==> src/rtl/com_scan_pkg.sv <==
`timescale 1ns/1ps
package com_scan_pkg;

    // Drive-level code carried by each stage output
    typedef enum logic [1:0] {
        LVL_SEL_LO  = 2'b00,   // selected, ac_phase low
        LVL_SEL_HI  = 2'b01,   // selected, ac_phase high
        LVL_IDLE_LO = 2'b10,   // non-selected, ac_phase low
        LVL_IDLE_HI = 2'b11    // non-selected, ac_phase high
    } drive_level_e;

    // One end of the serial chain as seen at the pad
    typedef struct packed {
        logic dout;
        logic oe;
    } end_pin_t;

    function automatic drive_level_e level_of(input logic data_bit, input logic phase);
        drive_level_e lvl;
        case ({data_bit, phase})
            2'b10:   lvl = LVL_SEL_LO;
            2'b11:   lvl = LVL_SEL_HI;
            2'b00:   lvl = LVL_IDLE_LO;
            default: lvl = LVL_IDLE_HI;
        endcase
        return lvl;
    endfunction

endpackage

==> src/rtl/com_edge_detect.sv <==
`timescale 1ns/1ps
module com_edge_detect (
    input  logic clk,
    input  logic rst,
    input  logic shift_clk,
    input  logic edge_rise_sel,
    output logic shift_en
);
    logic prev_q;
    logic rise_mode_q;

    always_ff @(posedge clk) begin
        prev_q <= shift_clk;
        if (rst) begin
            rise_mode_q <= edge_rise_sel;
        end
    end

    always_comb begin
        if (rise_mode_q) begin
            shift_en = shift_clk & ~prev_q;
        end else begin
            shift_en = ~shift_clk & prev_q;
        end
    end
endmodule

==> src/rtl/com_shift_chain.sv <==
`timescale 1ns/1ps
module com_shift_chain #(
    parameter int N_STAGES = 64
) (
    input  logic                clk,
    input  logic                rst,
    input  logic                shift_en,
    input  logic                dir_fwd,
    input  logic                left_din,
    input  logic                right_din,
    output logic [N_STAGES-1:0] bits_q
);
    localparam int LAST = N_STAGES - 1;

    logic [N_STAGES-1:0] from_left;
    logic [N_STAGES-1:0] from_right;

    genvar i;
    generate
        for (i = 0; i < N_STAGES; i++) begin : g_stage
            if (i == 0) begin : g_head
                assign from_left[i] = left_din;
            end else begin : g_body
                assign from_left[i] = bits_q[i-1];
            end

            if (i == LAST) begin : g_tail
                assign from_right[i] = right_din;
            end else begin : g_inner
                assign from_right[i] = bits_q[i+1];
            end

            always_ff @(posedge clk) begin
                if (rst) begin
                    bits_q[i] <= 1'b0;
                end else if (shift_en) begin
                    bits_q[i] <= dir_fwd ? from_left[i] : from_right[i];
                end
            end
        end
    endgenerate
endmodule

==> src/rtl/com_level_map.sv <==
`timescale 1ns/1ps
module com_level_map
    import com_scan_pkg::*;
#(
    parameter int N_STAGES = 64
) (
    input  logic [N_STAGES-1:0]   bits_q,
    input  logic                  ac_phase,
    output logic [2*N_STAGES-1:0] level_codes
);
    genvar i;
    generate
        for (i = 0; i < N_STAGES; i++) begin : g_map
            drive_level_e lvl;
            assign lvl = level_of(bits_q[i], ac_phase);
            assign level_codes[2*i +: 2] = lvl;
        end
    endgenerate
endmodule

==> src/rtl/com_scan_driver.sv <==
`timescale 1ns/1ps
module com_scan_driver
    import com_scan_pkg::*;
#(
    parameter int N_STAGES = 64
) (
    input  logic                  clk,
    input  logic                  rst,
    input  logic                  shift_clk,
    input  logic                  edge_rise_sel,
    input  logic                  dir_fwd,
    input  logic                  left_din,
    input  logic                  right_din,
    input  logic                  ac_phase,
    output logic [2*N_STAGES-1:0] level_codes,
    output logic                  left_dout,
    output logic                  right_dout,
    output logic                  left_oe,
    output logic                  right_oe
);
    logic                shift_en;
    logic [N_STAGES-1:0] bits_q;
    end_pin_t            left_end;
    end_pin_t            right_end;

    com_edge_detect u_edge (
        .clk           (clk),
        .rst           (rst),
        .shift_clk     (shift_clk),
        .edge_rise_sel (edge_rise_sel),
        .shift_en      (shift_en)
    );

    com_shift_chain #(.N_STAGES(N_STAGES)) u_chain (
        .clk       (clk),
        .rst       (rst),
        .shift_en  (shift_en),
        .dir_fwd   (dir_fwd),
        .left_din  (left_din),
        .right_din (right_din),
        .bits_q    (bits_q)
    );

    com_level_map #(.N_STAGES(N_STAGES)) u_map (
        .bits_q      (bits_q),
        .ac_phase    (ac_phase),
        .level_codes (level_codes)
    );

    always_comb begin
        left_end.oe    = ~dir_fwd;
        left_end.dout  = ~dir_fwd & bits_q[0];
        right_end.oe   = dir_fwd;
        right_end.dout = dir_fwd & bits_q[N_STAGES-1];
    end

    assign left_dout  = left_end.dout;
    assign left_oe    = left_end.oe;
    assign right_dout = right_end.dout;
    assign right_oe   = right_end.oe;
endmodule

==> config.mk <==
export PLATFORM = sky130hd
export DESIGN_NAME = com_scan_driver
export DESIGN_NICKNAME = d
export VERILOG_FILES = /design/src/rtl/com_scan_pkg.sv /design/src/rtl/com_edge_detect.sv /design/src/rtl/com_shift_chain.sv /design/src/rtl/com_level_map.sv /design/src/rtl/com_scan_driver.sv
export SDC_FILE = /design/constraint.sdc
export NUM_CORES = 1
export LEC_CHECK = 0
export BUFFER_PORTS_ARGS = -buffer_cell sky130_fd_sc_hd__buf_2
export CAP_MARGIN = 20
export CORE_UTILIZATION = 30
export DETAILED_ROUTE_END_ITERATION = 12
export GPL_TIMING_DRIVEN = 0
export PLACE_DENSITY = 0.55
export SKIP_LAST_GASP = 1
export SYNTH_ARGS = -nofsm -noshare
export SYNTH_HDL_FRONTEND = slang
export SYNTH_SLANG_ARGS = --single-unit
==> constraint.sdc <==
create_clock -name clk -period 1.4 [get_ports clk]
set_input_delay 0.14 -clock clk [delete_from_list [all_inputs] [get_ports clk]]
set_output_delay 0.14 -clock clk [all_outputs]
set_load 0.005 [all_outputs]
==> results of run 1 <==
-- final timing paths --
check,start,slack (ps),depth (start not counted),endpoint
setup reg to reg,u_edge.rise_mode_q,-60,5,u_chain.bits_q[24]
hold / removal,rst,30,1,u_edge.rise_mode_q
setup / recovery,u_edge.rise_mode_q,-60,5,u_chain.bits_q[24]
hold reg to reg,u_chain.bits_q[6],600,2,u_chain.bits_q[5]
-- worst reg2reg max path, cell delays in order, from the launching register on --
cell and delay (ps):
edfxtp_1 440, and3b_1 210, clkbuf_4 200, buf_4 220, nor3_2 180, a211oi_2 70
-- kinds of logic (layout without fill, tap and decap cells) --
kind of cell | count (synthesis) | after routing
mux | 64 | 64
buf+inv | 173 | 328
simple gates | 69 | 69
compound gates | 64 | 64
flops | 66 | 66
-- metal layers --
layer	GRT usage [%]	vias to the layer above	routed length, um	part of all wire (%)
met1	18.2	1542	4430	46
met3	2.90	10	499	5.2
met4	6.84	0	139	1.4
met2	25.0	124	4590	48
li1	-	1717	-	-
met5	0	-	0	0
-- Yosys cell counts (2+ instances only) --
cell	count
buf_6	7
nor3_1	64
a211oi_2	60
dfxtp_1	65
mux2i_1	64
inv_1	65
buf_2	17
clkbuf_1	78
a211oi_1	4
nor2_1	2
buf_4	6
-- timing repair --
item                                    CTS  global route
buffers inserted                          0             0
endpoints found under the hold margin     2             0
resized for setup                        58            26
pin swaps                                 1             0
endpoints found under the setup margin   60            60
hold buffers                              2             0
-- layout make-up --
| cell class | count | area, sq um |
|---|---|---|
| multi-input combinational | 197 | 2080 |
| timing repair buffer | 139 | 706 |
| clock buffer | 13 | 292 |
| inverter | 65 | 244 |
| sequential | 66 | 1330 |
| fill | 1243 | 7090 |
| clock inverter | 3 | 42.5 |
| buffer | 108 | 574 |
| tap | 172 | 215 |
-- power by group --
group | switching (W) | internal (W) | leakage, nW | total, W
Clock | 0.000844 | 0.00163 | 0.163 | 0.00247
Combinational | 0.000655 | 0.000660 | 1.45 | 0.00132
Sequential | 0.000196 | 0.00205 | 0.545 | 0.00224
-- sequential cells by signal, summed over array words and instances, names as in the netlist --
signal	cells
u_chain.bits_q	64
u_edge.prev_q	1
u_edge.rise_mode_q	1
-- stage by stage --
step | total power (W) | worst slack [ps] | cell area (sq um)
2_1_floorplan | 0.00305 | 117 | 3850
3_3_place_gp | 0.00343 | -113 | 4750
3_5_place_dp | 0.00347 | -164 | 4750
4_1_cts | 0.00606 | -51.9 | 5370
5_1_grt | 0.00635 | -102 | 5480
6_report | 0.00603 | -57.8 | 5480
==> out/results.txt, run 1 <==
clk_skew - 4.72 ps
Worst Setup End Kind - flip-flop
count of max-cap constraint violations - 0
DP HPWL - 6710 um
Final Hold Fails - 0
unique cell type count in the Yosys netlist - 15
outcome - complete, but fails checks
GRT overflow - 0
drc violations - 0
Worst Max-Slew Pin Slew - 726 ps
min cycle time layout - 1460 ps
CTS clock-pin slew for the worst setup and hold paths - 60 ps
routed wire length - 9670 um
Worst slew margin - 51.6%
Synthesized Nets - 444
Yosys top cell by area - dfxtp_1
CTS tree - built
Die Y - 115 um
Main synth FF type - dfxtp_1
Post-synth EDFFs - 1
setup tns final - -1650 ps
worst min path class - in2reg
maximum ir drop on the vdd rail - 481 uV
Initial Utilization - 30.7%
Syn. warnings - 0
I/O pin count - 140
critical path fanouts, max - 10
clock net sink count - 66
Vias/cell - 4.45
register area share after synthesis - 34.5%
failing checks - setup timing
post-synthesis register bit count - 66
die footprint - 13300 sq um
input/output buffers - 137
DRT Pass-1 Iters - 6
n_diodes - 0
fin crit share - 104%
Static Leakage - 2.16 nW
WP buf/inv - 2
crit path cell chain - and3b_1 -> clkbuf_4 -> buf_4 -> nor3_2 -> a211oi_2
fmax - 686 MHz
Final Setup Violations - 60
vias in the first global route - 3114
post-layout util - 43.6%
wire length per cell - 12.7 um
CP top delay family - flip-flops
initial antenna violation count - 1
slowest CP cell - edfxtp_1
Slew Viols, Final - 0
FFs w/ async S/R, synth - 0%
syn_area_per_cell - 8.84 sq um
Rows - 41
share of cells above drive strength 1 - 51.4%
global-route wire length before repair - 15400 um
Synth Area in Adders - 0%
CP Data Arrival Time - 1640 ps
pin count of the biggest net entering global routing - 12
Routed Antenna Nets - 0
Req. time, crit path - 1590 ps
dpl cells - 745
crit start category - flip-flop
Synth area leaders - dfxtp_1 34%, a211oi_2 19%, mux2i_1 17%, nor3_1 8.3%, clkbuf_1 7.6%
Max stage delay on crit path - 440 ps
final worst slack - -57.8 ps
Synth Cell Area - 3850 sq um
GRT Total Usage - 14.8%
total clock buffers created by CTS - 9
RSZ-0062 raised after global routing - yes
compound-cell area share of the yosys netlist - 20.3%
largest family of logic cells by synthesized area - compound AO/OA/AOI/OAI gates
CTS H-tree depth - 3
Area Growth Syn to Fin - 42.2%
Synth Area in XOR/XNOR - 0%
core region area - 12600 sq um
die outline width - 115 um
later-pin clock latency in the skew report - 330 ps
Cells after Synth - 436
share of the synthesized area in the top cell type - 33.8%
post-synthesis mux area share - 16.6%
RePlAce Congestion - 0.743
Vias - 3393
drt first-iter violations - 116
Clock Tree Root - clkbuf_16
final hold slack - 26.2 ps
most common cell after layout, fill and taps aside - buf_2
Max clock buf depth - 2
kind of critical path - reg2reg
PwrDens - 1100 nW/um^2
simple-gate portion of the synthesized area - 9.22%
most frequent cells in the layout - 140 x buf_2, 78 x clkbuf_1, 65 x inv_1, 65 x dfxtp_1, 64 x mux2i_1
fin cells - 763
final net count - 594
No activity file was read; power rests on OpenSTA's default activity.
==> run 2, diff against run 1 <==
Settings changed: CORE_MARGIN set to 3.
==> run 2 against run 1 <==
Compared with the run above: the run still ends with setup timing left; highest routed layer unchanged; largest power group unchanged; clock power is 4% higher; sequential power about the same; cell count decreased by 0.52%.
==> out/results.txt, run 2 (synthesis results as in run 1) <==
Worst Max-Slew Pin Slew - 723 ps (-2.91 ps)
worst hold start - rst
most common cell after layout, fill and taps aside - buf_2
Area Growth Syn to Fin - 42.7%
Req. time, crit path - 1640 ps (+50 ps)
outcome - complete, but fails checks
later-pin clock latency in the skew report - 330 ps (about the same)
drc violations - 0 (unchanged)
worst min path class - in2reg
met2 usage - 21.7% (-3.3 points)
Static Leakage - 2.17 nW (+0.32%)
Largest Register - u_chain.bits_q
setup tns final - -7.81 ps (+1640 ps)
global-route wire length before repair - 15500 um (+0.90%)
Worst Setup End Kind - flip-flop
Final Hold Fails - 0 (unchanged)
post-layout util - 44.8% (+1.2 points)
Final Setup Violations - 3 (-95%)
failing checks - setup timing
DRT Pass-1 Iters - 4 (-2)
Worst R2R Start - u_edge.rise_mode_q
initial antenna violation count - 0 (-1)
Routed Antenna Nets - 0 (unchanged)
kind of critical path - reg2reg
slowest CP cell - edfxtp_1
Max stage delay on crit path - 400 ps (-40 ps)
core region area - 12300 sq um (-2.4%)
met3 Use GR - 2.80% (-0.098 points)
drt first-iter violations - 109 (-6.0%)
hold depth - 1 (unchanged)
CTS clock-pin slew for the worst setup and hold paths - 50 ps (about the same)
routed wire length - 10000 um (+3.4%)
final worst slack - -3.57 ps (+54.3 ps)
Critical R2R Capture - u_chain.bits_q[9]
wire length per cell - 13.2 um (+4.0%)
CTS tree - built
crit start category - flip-flop
GRT Total Usage - 13.0% (-1.8 points)
n_diodes - 0 (unchanged)
fmax - 712 MHz (+3.9%)
met1 GRT Util - 16.5% (-1.7 points)
r2r setup slk - -4 ps (+50 ps)
Final Power - 0.00615 W (+2.0%)
pin count of the biggest net entering global routing - 12 (unchanged)
top flop regs - u_chain.bits_q x64, u_edge.prev_q x1, u_edge.rise_mode_q x1
Initial Utilization - 31.4% (+0.77 points)
final net count - 594 (unchanged)
clock net sink count - 66 (unchanged)
maximum ir drop on the vdd rail - 503 uV (+4.6%)
PwrDens - 1120 nW/um^2 (+1.7%)
Worst slew margin - 51.8% (+0.19 points)
most frequent cells in the layout - 140 x buf_2, 79 x clkbuf_1, 65 x inv_1, 65 x dfxtp_1, 64 x mux2i_1
crit path from - u_edge.rise_mode_q
Max clock buf depth - 2 (unchanged)
total clock buffers created by CTS - 9 (unchanged)
DP HPWL - 6940 um (+3.4%)
share of cells above drive strength 1 - 51.3% (-0.17 points)
RSZ-0062 raised after global routing - yes
die footprint - 14200 sq um (+7.1%)
Rows - 40 (-2.4%)
Die Y - 119 um (+3.5%)
fin crit share - 100% (-3.9 points)
Clock Tree Root - clkbuf_16
Hold EP - u_edge.rise_mode_q
count of max-cap constraint violations - 0 (unchanged)
GRT overflow - 0 (unchanged)
critical path fanouts, max - 10 (unchanged)
crit path cell chain - and3b_1 -> or2_1 -> buf_6 -> buf_6 -> a211oi_2
Vias - 3395 (+0.059%)
crit-path most repeated cell - buf_6
max reg flops - 64 (unchanged)
CTS H-tree depth - 3 (unchanged)
gr busiest metal - met2
reg2reg path depth - 5 (unchanged)
min cycle time layout - 1400 ps (-54.3 ps)
die outline width - 119 um (+3.5%)
RePlAce Congestion - 0.755 (+1.7%)
Slew Viols, Final - 0 (unchanged)
input/output buffers - 137 (unchanged)
clk_skew - 6.62 ps (+1.90 ps)
I/O pin count - 140 (unchanged)
CP top delay family - simple AND/OR/NAND/NOR gates
vias in the first global route - 3191 (+2.5%)
CP Data Arrival Time - 1640 ps (about the same)
Vias/cell - 4.47 (+0.59%)
WP buf/inv - 2 (unchanged)
fill count - 1178 (-5.2%)
dpl ws - -105 ps (+58.8 ps)
-- run 2: worst reg2reg max path: cells and delay by family (launching register included) --
family                 cells  cell delay (ps)
AND/OR/NAND/NOR            2              410
AO/OA/AOI/OAI              1              180
buffers and inverters      2              320
flip-flops                 1              400
-- run 2: metal layers --
metal	vias to the layer above	wire [um]
li1	1717	-
met1	1547	4530
met2	121	4680
met3	10	675
met4	0	106
met5	-	0
-- run 2: worst max-delay path by stage --
stage                          to  cells past startpoint
3_3_place_gp   u_chain.bits_q[52]                      4
6_report        u_chain.bits_q[9]                      5
5_1_grt        u_chain.bits_q[56]                      5
3_5_place_dp   u_chain.bits_q[58]                      4
4_1_cts        u_chain.bits_q[58]                      5
2_1_floorplan   u_chain.bits_q[0]                      5
-- run 2: through the flow --
stage | std cells | instance area [sq um] | hold WS [ps]
floorplan | 436 | 3850 | 168
global placement | 741 | 4750 | 306
detailed placement | 741 | 4750 | 322
CTS | 759 | 5200 | 24.4
global route | 759 | 5500 | 32.5
finish | 759 | 5500 | 39.8
-- run 2: repair_timing --
item,4_1_cts,5_1_grt
buffers inserted,0,0
endpoints found under the setup margin,60,60
gates resized for setup,19,74
endpoints found under the hold margin,2,0
hold buffers,2,0
-- run 2: layout make-up --
cell class / count / area [sq um] / share of cell area (%)
repair buffers: 139 / 706 / 12.8
multi-input cells: 197 / 2080 / 37.8
clock inverters: 3 / 67.6 / 1.23
inverters: 65 / 244 / 4.44
clock buffers: 13 / 282 / 5.12
well taps: 168 / 210 / 3.82
flip-flops and latches: 66 / 1330 / 24.2
plain buffers: 108 / 582 / 10.6
-- run 2: report_power, final --
| group | switching (W) | internal (W) |
|---|---|---|
| sequential | 0.000197 | 0.00205 |
| clock | 0.000819 | 0.00177 |
| combinational | 0.000661 | 0.000665 |
==> run 3, diff against run 2 <==
Settings changed: ABC_AREA set to 1, CORE_UTILIZATION 30 to 50, PLACE_DENSITY 0.55 to 0.82.
==> run 3 against run 2 <==
Compared with the run above: the run now ends clean; clock power down 33%; hold slack gained 1.1 ps; total power down 16%; count of clock-buffer cells in the layout is 2 lower; final area fell by 7.8%; sequential cell count did not move; sequential power down 3%; combinational power shrank 6%.
==> out/results.txt, run 3 <==
outcome - finished, final reports clean
slowest CP cell - dlygate4sd3_1
GRT Total Usage - 24.4% (+11 points)
kind of critical path - in2reg
Max clock buf depth - 2 (unchanged)
die outline width - 95.2 um (-20%)
Synth area leaders - dfxtp_1 33%, nand2_1 24%, nand3_1 8.3%, a21oi_1 8.1%, clkbuf_1 7.3%
crit path from - shift_clk
Commonest cells post-synth - 257 x nand2_1, 77 x clkbuf_1, 68 x inv_1
WP buf/inv - 5 (+3)
worst min path class - in2reg
most numerous cell in the Yosys netlist - nand2_1
Final Setup Violations - 0 (-3)
worst hold start - rst
core region area - 7490 sq um (-39%)
setup bufs post-CTS - 0 (unchanged)
crit-path most repeated cell - buf_2
die footprint - 9060 sq um (-36%)
DRT Pass-1 Iters - 5 (+1)
Cells after Synth - 708 (+62%)
Final Hold Fails - 0 (unchanged)
n_diodes - 0 (unchanged)
later-pin clock latency in the skew report - 350 ps (+20 ps)
Vias - 4699 (+38%)
clock net sink count - 66 (unchanged)
FFs w/ async S/R, synth - 0% (unchanged)
dpl ws - 96.6 ps (+202 ps)
count of max-cap constraint violations - 0 (unchanged)
fin crit share - 94.5% (-5.7 points)
Synth Cell Area - 3980 sq um (+3.1%)
global-route wire length before repair - 17900 um (+15%)
dpl cells - 945 (+28%)
input/output buffers - 138 (+0.73%)
share of the synthesized area in the top cell type - 32.7% (-1.0 points)
CTS H-tree depth - 3 (unchanged)
fill count - 685 (-42%)
CTS tree - built
Area Growth Syn to Fin - 27.5%
Post-synth EDFFs - 1 (unchanged)
register area share after synthesis - 33.5% (-1.1 points)
Static Leakage - 2.79 nW (+29%)
Worst Max-Slew Pin Slew - 478 ps (-245 ps)
min cycle time layout - 1320 ps (-79.9 ps)
drt first-iter violations - 391 (+260%)
routed wire length - 11200 um (+12%)
Max stage delay on crit path - 530 ps (+130 ps)
setup tns final - 0 ps (+7.81 ps)
final worst slack - 76.4 ps (+79.9 ps)
CTS clock-pin slew for the worst setup and hold paths - 70 ps (+20 ps)
CP top delay family - buffers and inverters
RePlAce Congestion - 0.821 (+8.8%)
post-synthesis register bit count - 66 (unchanged)
PwrDens - 1010 nW/um^2 (-9.3%)
clk_skew - 10.1 ps (+3.48 ps)
max reg flops - 64 (unchanged)
Worst Setup End Kind - flip-flop
wire length per cell - 11.6 um (-12%)
top flop regs - u_chain.bits_q x64, u_edge.prev_q x1, u_edge.rise_mode_q x1
share of cells above drive strength 1 - 22.9% (-28 points)
Syn. warnings - 0 (unchanged)
Largest Register - u_chain.bits_q
Yosys top cell by area - dfxtp_1
Initial Utilization - 53.1% (+22 points)
Synthesized Nets - 716 (+61%)
pin count of the biggest net entering global routing - 13 (+1)
DP HPWL - 7880 um (+14%)
CP Data Arrival Time - 1560 ps (-80 ps)
Rows - 31 (-23%)
GRT overflow - 0 (unchanged)
drc violations - 0 (unchanged)
I/O pin count - 140 (unchanged)
Main synth FF type - dfxtp_1
Req. time, crit path - 1640 ps (about the same)
Worst R2R Start - u_edge.rise_mode_q
vias in the first global route - 4066 (+27%)
Worst slew margin - 68.1% (+16 points)
RSZ-0062 raised after global routing - no
syn_area_per_cell - 5.61 sq um (-36%)
most frequent cells in the layout - 257 x nand2_1, 156 x buf_2, 78 x clkbuf_1, 68 x inv_1, 66 x nand3_1
unique cell type count in the Yosys netlist - 11 (-4)
fin cells - 963 (+27%)
Slew Viols, Final - 0 (unchanged)
Final Power - 0.00514 W (-16%)
Die Y - 95.2 um (-20%)
critical path fanouts, max - 10 (unchanged)
Clock Tree Root - clkbuf_8
crit start category - input pin
Vias/cell - 4.88 (+9.1%)
maximum ir drop on the vdd rail - 690 uV (+37%)
fmax - 755 MHz (+6.0%)
final net count - 867 (+46%)
initial antenna violation count - 0 (unchanged)
post-layout util - 67.7% (+23 points)
total clock buffers created by CTS - 9 (unchanged)
crit path cell chain - dlygate4sd3_1 -> buf_2 -> inv_1 -> nand3_1 -> clkbuf_4 -> buf_2 -> a21oi_1 -> nor2_1
Routed Antenna Nets - 0 (unchanged)
most common cell after layout, fill and taps aside - nand2_1
-- run 3: power by group --
part | leakage [nW] | internal (W) | total (W) | switching [W]
registers | 0.545 | 0.00205 | 0.00217 | 0.000124
clock network | 0.105 | 0.000937 | 0.00172 | 0.000783
logic | 2.14 | 0.000541 | 0.00125 | 0.000711
-- run 3: path summary, 6_finish.rpt --
| kind | cells after the start | slack, ps | to |
|---|---|---|---|
| setup / recovery | 8 | 80 | u_chain.bits_q[7] |
| hold / removal | 1 | 40 | u_edge.rise_mode_q |
| setup reg to reg | 6 | 150 | u_chain.bits_q[7] |
| hold reg to reg | 4 | 590 | u_chain.bits_q[42] |
-- run 3: metrics by stage --
| stage | cell area, sq um | hold WS, ps |
|---|---|---|
| after floorplan | 3980 | 168 |
| after global placement | 4790 | 288 |
| after detailed placement | 4790 | 296 |
| after CTS | 5020 | 13.3 |
| after global routing | 5070 | 22.3 |
| final | 5070 | 40.9 |
-- run 3: per-layer routing --
metal | GRT usage, % | routed length, um | share of wire, % | up-vias
met4 | 10.3 | 176 | 1.6 | 0
li1 | - | - | - | 2383
met2 | 43.3 | 5390 | 48 | 202
met1 | 28.6 | 4560 | 41 | 2101
met5 | 0 | 0 | 0 | -
met3 | 4.74 | 1060 | 9.5 | 13
-- run 3: logic make-up (layout without fill, tap and decap cells) --
kind of cell,after synthesis,after routing,share of synthesized area [%]
simple gates,388,388,38.7
buf+inv,190,346,19.7
compound gates,64,64,8.06
flops,66,66,33.5
-- run 3: layout make-up --
class                           instances  area (sq um)  share of cell area, %
Clock buffer                           11           153                   3.01
Tap cell                               99           124                   2.44
Buffer                                120           567                   11.2
Inverter                               70           263                   5.19
Sequential cell                        66          1330                   26.3
Clock inverter                          5          60.1                   1.19
Timing Repair Buffer                  140           711                   14.0
Multi-Input combinational cell        452          1860                   36.7
-- run 3: worst register-to-register path, delay by kind of cell, from the launching register on --
family / cells / cell delay, ps
buf+inv: 3 / 450
flops: 1 / 380
compound gates: 1 / 170
simple gates: 2 / 140
-- run 3: repair_timing --
| item | 4_1_cts | 5_1_grt |
|---|---|---|
| endpoints found under the hold margin | 2 | 0 |
| endpoints found under the setup margin | 0 | 59 |
| gates resized for setup | 0 | 22 |
| hold buffers | 2 | 0 |
